File: src/rtl/sfs_pkg.sv
package sfs_pkg;
  localparam int NGATE    = 6;
  localparam int HALF     = NGATE / 2;
  localparam int SLOT_DIV = 6;
endpackage

File: src/rtl/sfs_period_meter.sv
module sfs_period_meter #(
  parameter int CNT_W = 22
) (
  input  logic             clk,
  input  logic             rst_n,
  input  logic             ref_in,
  output logic             rise,
  output logic             fall,
  output logic [CNT_W-1:0] t_rise,
  output logic [CNT_W-1:0] t_fall,
  output logic [CNT_W-1:0] per_now,
  output logic             armed,
  output logic             half_ok
);
  localparam logic [CNT_W-1:0] TMAX = {{(CNT_W-1){1'b1}}, 1'b0};

  logic ref_d;
  logic seen1;

  assign rise    = ref_in & ~ref_d;
  assign fall    = ~ref_in & ref_d;
  assign per_now = t_rise + 1'b1;

  always_ff @(posedge clk or negedge rst_n) begin
    if (!rst_n) begin
      ref_d   <= 1'b0;
      seen1   <= 1'b0;
      armed   <= 1'b0;
      half_ok <= 1'b0;
      t_rise  <= '0;
      t_fall  <= '0;
    end else begin
      ref_d <= ref_in;
      if (rise) begin
        t_rise <= '0;
        seen1  <= 1'b1;
        if (seen1) armed <= 1'b1;
      end else if (t_rise != TMAX) begin
        t_rise <= t_rise + 1'b1;
      end
      if (fall) begin
        t_fall <= '0;
        if (armed) half_ok <= 1'b1;
      end else if (t_fall != TMAX) begin
        t_fall <= t_fall + 1'b1;
      end
    end
  end

  // the phase count restarts on each rising edge
  p_restart_r3: assert property (@(posedge clk) disable iff (!rst_n)
    rise |=> (t_rise == '0));
  // arming happens only on a rising edge
  p_arm_edge_r2: assert property (@(posedge clk) disable iff (!rst_n)
    $rose(armed) |-> $past(rise));
  // the falling half is never enabled ahead of arming
  p_half_r7: assert property (@(posedge clk) disable iff (!rst_n)
    half_ok |-> armed);
endmodule

File: src/rtl/sfs_slot_calc.sv
module sfs_slot_calc #(
  parameter int CNT_W = 22,
  parameter int ANG_W = 8,
  parameter int PW_W  = 16
) (
  input  logic                       clk,
  input  logic                       rst_n,
  input  logic                       rise,
  input  logic                       fall,
  input  logic [CNT_W-1:0]           per_now,
  input  logic [ANG_W-1:0]           angle,
  input  logic [PW_W-1:0]            pw,
  output logic [sfs_pkg::HALF-1:0][CNT_W-1:0] r_off,
  output logic [sfs_pkg::HALF-1:0][CNT_W-1:0] f_off,
  output logic [CNT_W-1:0]           r_wid,
  output logic [CNT_W-1:0]           f_wid
);
  localparam int PROD_W = ANG_W + CNT_W;

  logic [PROD_W-1:0] prod;
  logic [CNT_W-1:0]  dly_now, stp_now, pw_x, wid_now;
  logic [CNT_W-1:0]  r_dly, r_stp, f_dly, f_stp;

  assign prod    = {{CNT_W{1'b0}}, angle} * {{ANG_W{1'b0}}, per_now};
  assign dly_now = CNT_W'(prod >> (ANG_W + 1));
  assign stp_now = per_now / CNT_W'(sfs_pkg::SLOT_DIV);
  assign pw_x    = {{(CNT_W-PW_W){1'b0}}, pw};
  assign wid_now = (pw_x > stp_now) ? stp_now : pw_x;

  always_ff @(posedge clk or negedge rst_n) begin
    if (!rst_n) begin
      r_dly <= '0; r_stp <= '0; r_wid <= '0;
      f_dly <= '0; f_stp <= '0; f_wid <= '0;
    end else begin
      if (rise) begin
        r_dly <= dly_now;
        r_stp <= stp_now;
        r_wid <= wid_now;
      end
      if (fall) begin
        f_dly <= r_dly;
        f_stp <= r_stp;
        f_wid <= r_wid;
      end
    end
  end

  for (genvar k = 0; k < sfs_pkg::HALF; k++) begin : g_off
    assign r_off[k] = r_dly + CNT_W'(k) * r_stp;
    assign f_off[k] = f_dly + CNT_W'(k) * f_stp;
  end

  // the delay moves only at a rising edge
  p_hold_angle_r5: assert property (@(posedge clk) disable iff (!rst_n)
    !rise |=> $stable(r_dly));
  // falling-half timing is frozen between falling edges
  p_hold_half_r7: assert property (@(posedge clk) disable iff (!rst_n)
    !fall |=> ($stable(f_dly) && $stable(f_wid)));
endmodule

File: src/rtl/sfs_gate_win.sv
module sfs_gate_win #(
  parameter int CNT_W = 22
) (
  input  logic             clk,
  input  logic             rst_n,
  input  logic             en_ok,
  input  logic [CNT_W-1:0] t,
  input  logic [CNT_W-1:0] off,
  input  logic [CNT_W-1:0] wid,
  output logic             g
);
  logic hit;

  assign hit = (t >= off) && ((t - off) < wid);

  always_ff @(posedge clk or negedge rst_n) begin
    if (!rst_n) g <= 1'b0;
    else        g <= en_ok & hit;
  end

  // a zero-width setting never yields a pulse
  p_zero_wid_r6: assert property (@(posedge clk) disable iff (!rst_n)
    (wid == '0) |=> !g);
endmodule

File: src/rtl/sixpulse_fire_seq.sv
module sixpulse_fire_seq #(
  parameter int CNT_W = 22,
  parameter int ANG_W = 8,
  parameter int PW_W  = 16
) (
  input  logic             clk,
  input  logic             rst_n,
  input  logic             ref_in,
  input  logic [ANG_W-1:0] fire_angle,
  input  logic [PW_W-1:0]  pulse_width,
  input  logic             enable,
  output logic [5:0]       gate
);
  import sfs_pkg::*;

  logic             rise, fall, armed, half_ok;
  logic [CNT_W-1:0] t_rise, t_fall, per_now, r_wid, f_wid;
  logic [HALF-1:0][CNT_W-1:0] r_off, f_off;

  sfs_period_meter #(.CNT_W(CNT_W)) u_meter (
    .clk(clk), .rst_n(rst_n), .ref_in(ref_in),
    .rise(rise), .fall(fall), .t_rise(t_rise), .t_fall(t_fall),
    .per_now(per_now), .armed(armed), .half_ok(half_ok)
  );

  sfs_slot_calc #(.CNT_W(CNT_W), .ANG_W(ANG_W), .PW_W(PW_W)) u_calc (
    .clk(clk), .rst_n(rst_n), .rise(rise), .fall(fall),
    .per_now(per_now), .angle(fire_angle), .pw(pulse_width),
    .r_off(r_off), .f_off(f_off), .r_wid(r_wid), .f_wid(f_wid)
  );

  for (genvar k = 0; k < NGATE; k++) begin : g_gate
    if (k < HALF) begin : g_rise_half
      sfs_gate_win #(.CNT_W(CNT_W)) u_win (
        .clk(clk), .rst_n(rst_n), .en_ok(enable & armed),
        .t(t_rise), .off(r_off[k]), .wid(r_wid), .g(gate[k])
      );
    end else begin : g_fall_half
      sfs_gate_win #(.CNT_W(CNT_W)) u_win (
        .clk(clk), .rst_n(rst_n), .en_ok(enable & half_ok),
        .t(t_fall), .off(f_off[k-HALF]), .wid(f_wid), .g(gate[k])
      );
    end
  end

  // a low enable silences every output on the next cycle
  p_quiet_r8: assert property (@(posedge clk) disable iff (!rst_n)
    !enable |=> (gate == '0));
  // nothing fires before arming
  p_unarmed_r2: assert property (@(posedge clk) disable iff (!rst_n)
    !armed |=> (gate == '0));
endmodule

File: config.mk
export PLATFORM = sky130hd
export DESIGN_NAME = sixpulse_fire_seq
export DESIGN_NICKNAME = d
export VERILOG_FILES = /design/src/rtl/sfs_pkg.sv /design/src/rtl/sfs_period_meter.sv /design/src/rtl/sfs_slot_calc.sv /design/src/rtl/sfs_gate_win.sv /design/src/rtl/sixpulse_fire_seq.sv
export SDC_FILE = /design/constraint.sdc
export NUM_CORES = 1
export LEC_CHECK = 0
export ABC_CLOCK_PERIOD_IN_PS = 9400
export BUFFER_PORTS_ARGS = -buffer_cell sky130_fd_sc_hd__buf_2
export CAP_MARGIN = 10
export CORE_MARGIN = 2
export CORE_UTILIZATION = 58
export DETAILED_ROUTE_END_ITERATION = 12
export PLACE_DENSITY = 0.76
export SYNTH_ARGS = -nofsm -noshare
export SYNTH_HDL_FRONTEND = slang
export SYNTH_HIERARCHICAL = 1
export SYNTH_SLANG_ARGS = --single-unit
File: constraint.sdc
create_clock -name clk -period 9.4 [get_ports clk]
set_clock_uncertainty 0.1 [all_clocks]
set_input_delay 0.47 -clock clk [delete_from_list [all_inputs] [get_ports clk]]
set_output_delay 0.47 -clock clk [all_outputs]
set_load 0.05 [all_outputs]
==> impl_metrics.yaml <==
outcome:
  status: "finished, final reports clean"
routing:
  vias: 25250
  drc: 0
  wl_um: 78660
  first_pass_iters: 8
  ant_nets: 0
  drt_iter0_drc: 2217
  drt-wirelength-per-cell_um: 18.72
  via_per_inst: 6.010
global_routing:
  grt_pass1_vias: 24550
  grt.total_usage_pct: 31.37
  grt_pass1_wl_um: 126000
  grt_max_degree: 86
  grt_overflow_total: 0
  antenna_found_initial: 1
timing:
  maxSlewViolCount: 0
  whs_ps: 64.43
  worst_pin_slew_ps: 1197
  finalCritPeriodShare_pct: 96.33
  max_slew_margin_pct: 19.47
  period_minus_slack_ps: 9055
  setup_viol: 0
  fmax_ghz: 0.1104
  hold_viol: 0
critical_path:
  cp-start-kind: "flip-flop"
  cpPeakStageDelay_ps: 490
  arrival_ps: 9300
  cp_slowest_cell: "a2111oi_4"
  cp-end-kind: "flip-flop"
  cp_max_fo: 29
  critPathRequiredTime_ps: 9650
  critPathKind: "flip-flop to flip-flop"
  crit_top_cell: "buf_4"
die:
  initial_core_util_pct: 58.65
  core-area_um2: 48750
  dieHeight_um: 226.0
  rows: 81
  io_pins: 34
  die_x_um: 226.0
  fp.dieArea_um2: 51080
placement:
  place_inst: 4154
  dp_hpwl_um: 63300
  port-buffer-count: 33
  finalWeightedCongestion: 1.041
yosys:
  synth_largest_area_cell: "ha_1"
  ys_ff_latch: 176
  synth-seq-area-share_pct: 15.41
  async_reset_ff_share_pct: 100.0
  synth_cell_types: 103
  synth_ff_type: "dfrtp_1"
  synth_common_cells: "inv_1, ha_1, nand2_1"
  netlist_instances: 3547
  synth_edf_count: 0
  synth_area_um2: 28590
  yosysMostFrequentCell: "inv_1"
  yosys-top-cells-area: "ha_1, dfrtp_1, fa_1"
  yosysWarningCount: 6
  syn_area_per_cell_um2: 8.060
  synth_top_area_share_pct: 17.73
cts:
  clockRootBuffer: "clkbuf_16"
  h-tree-depth: 4
  cts_buffers: 17
  clock_path_buffers: 2
  clkTransAtPathRegs_ps: 70
  cts_tree: "done"
  clk_latency_ps: 460
  cts_sinks: 176
cells_and_area:
  n_antenna_cell: 0
  register_area_um2: 4407
  syn2layout_area_growth_pct: 5.886
  multi_input_area_um2: 21830
  nNetsFinal: 4087
  drive_above_1_share_pct: 9.582
  n_fill_cell: 4382
  fin_cells: 4202
power:
  power_leakage_nw: 15.39
  ir_drop_uv: 113.0
  powerDensity_nw_per_um2: 186.0
run:
  cap_violations: 0
hold_path:
  hold_class: "input port to flip-flop"
[layer usage]
layer | global-route usage, % | part of all wire [%] | vias to the layer above
li1 | - | - | 12170
met5 | 0 | 0.020 | -
met3 | 3.513 | 4.9 | 214
met4 | 17.66 | 5.8 | 2
met1 | 39.57 | 43 | 12070
met2 | 52.36 | 47 | 792
[worst max-delay path, delay by kind of cell (launching register included)]
| family | cells | cell delay (ps) |
|---|---|---|
| compound gates | 15 | 2890 |
| xor+xnor | 2 | 440 |
| fa+ha+maj | 1 | 190 |
| buf+inv | 8 | 1150 |
| flops | 1 | 420 |
| mux | 2 | 450 |
| simple gates | 13 | 3280 |
[final timing paths]
| kind | startpoint | end | slack [ps] | depth (start not counted) |
|---|---|---|---|---|
| hold / removal | ref_in | u_meter/ref_d | 60 | 1 |
| setup / recovery | u_meter/t_rise[5] | u_calc/r_wid[13] | 350 | 41 |
| hold reg to reg | u_meter/half_ok | u_meter/half_ok | 360 | 1 |
| min in group asynchronous | rst_n | u_calc/r_stp[4] | 410 | 2 |
| max in group asynchronous | rst_n | u_meter/t_rise[13] | 7460 | 3 |
| setup reg to reg | u_meter/t_rise[5] | u_calc/r_wid[13] | 350 | 41 |
[cell families after synthesis]
kind of cell,count (synthesis),share of synthesized area [%]
flip-flops,176,15.41
adder cells (fa/ha/maj),536,26.83
AO/OA/AOI/OAI,850,20.22
other,1,0.01312
buffers and inverters,665,9.011
multiplexers,99,3.913
AND/OR/NAND/NOR,1015,18.33
XOR/XNOR,205,6.280
[timing repair]
| item | CTS | global route |
|---|---|---|
| endpoints found under the setup margin | 6 | 16 |
| pin swaps | 0 | 5 |
| setup buffers | 0 | 14 |
| endpoints found under the hold margin | 51 | 0 |
| hold buffers | 1 | 0 |
| gates cloned | 0 | 1 |
| resized for setup | 2 | 39 |
[through the flow]
step | setup TNS [ps] | area, um2 | worst slack (ps) | power (W) | utilization (%)
2_1_floorplan | 0 | 28610 | 947.8 | 0.003845 | -
3_3_place_gp | 0 | 29330 | 172.0 | 0.004708 | 60.16
3_5_place_dp | -180.6 | 29330 | -45.94 | 0.004809 | 60.16
4_1_cts | 0 | 29980 | 7.438 | 0.005626 | 61.50
5_1_grt | -332.5 | 30270 | -62.81 | 0.006177 | 62.10
6_report | 0 | 30270 | 345.1 | 0.005631 | 62.10
[flip-flops by register name, indices dropped and copies added, names as in the netlist, 3 cells and up]
signal / cells
u_calc/r_wid: 20
u_calc/r_dly: 21
g_gate.g_fall_half.u_win/g: 3
u_calc/r_stp: 20
u_meter/t_rise: 22
g_gate.g_rise_half.u_win/g: 3
u_meter/t_fall: 22
u_calc/f_dly: 21
u_calc/f_stp: 20
u_calc/f_wid: 20
[placed cells by master (no fill, tap or decap), drive strengths merged, types with 18 or more instances in the layout]
cell type	count
a211o	25
a211oi	39
a21boi	37
a21o	127
a21oi	220
a31oi	20
and2	90
and3	27
buf	80
clkbuf	21
dfrtp	176
fa	129
ha	405
inv	537
mux2	82
nand2	282
nand2b	36
nand3	82
nand4	74
nor2	214
nor2b	41
nor3	83
nor4	21
o211ai	23
o21a	22
o21ai	213
o31ai	18
xnor2	143
xor2	62
[final cells by class]
cell class / instances / area share, %
tap: 664 / 2.744
multi-input combinational: 2711 / 72.11
timing repair buffer: 82 / 1.798
inverter: 536 / 6.655
clock inverter: 12 / 0.5993
clock buffer: 20 / 1.509
timing repair inverter: 1 / 0.02480
sequential: 176 / 14.56
[report_power, final]
| group | internal (W) | switching [W] | leakage [nW] |
|---|---|---|---|
| logic | 0.00173 | 0.00215 | 12.8 |
| clock network | 0.000461 | 0.000330 | 0.305 |
| registers | 0.000831 | 0.000135 | 2.33 |
Power figures use the tool's default switching activity.
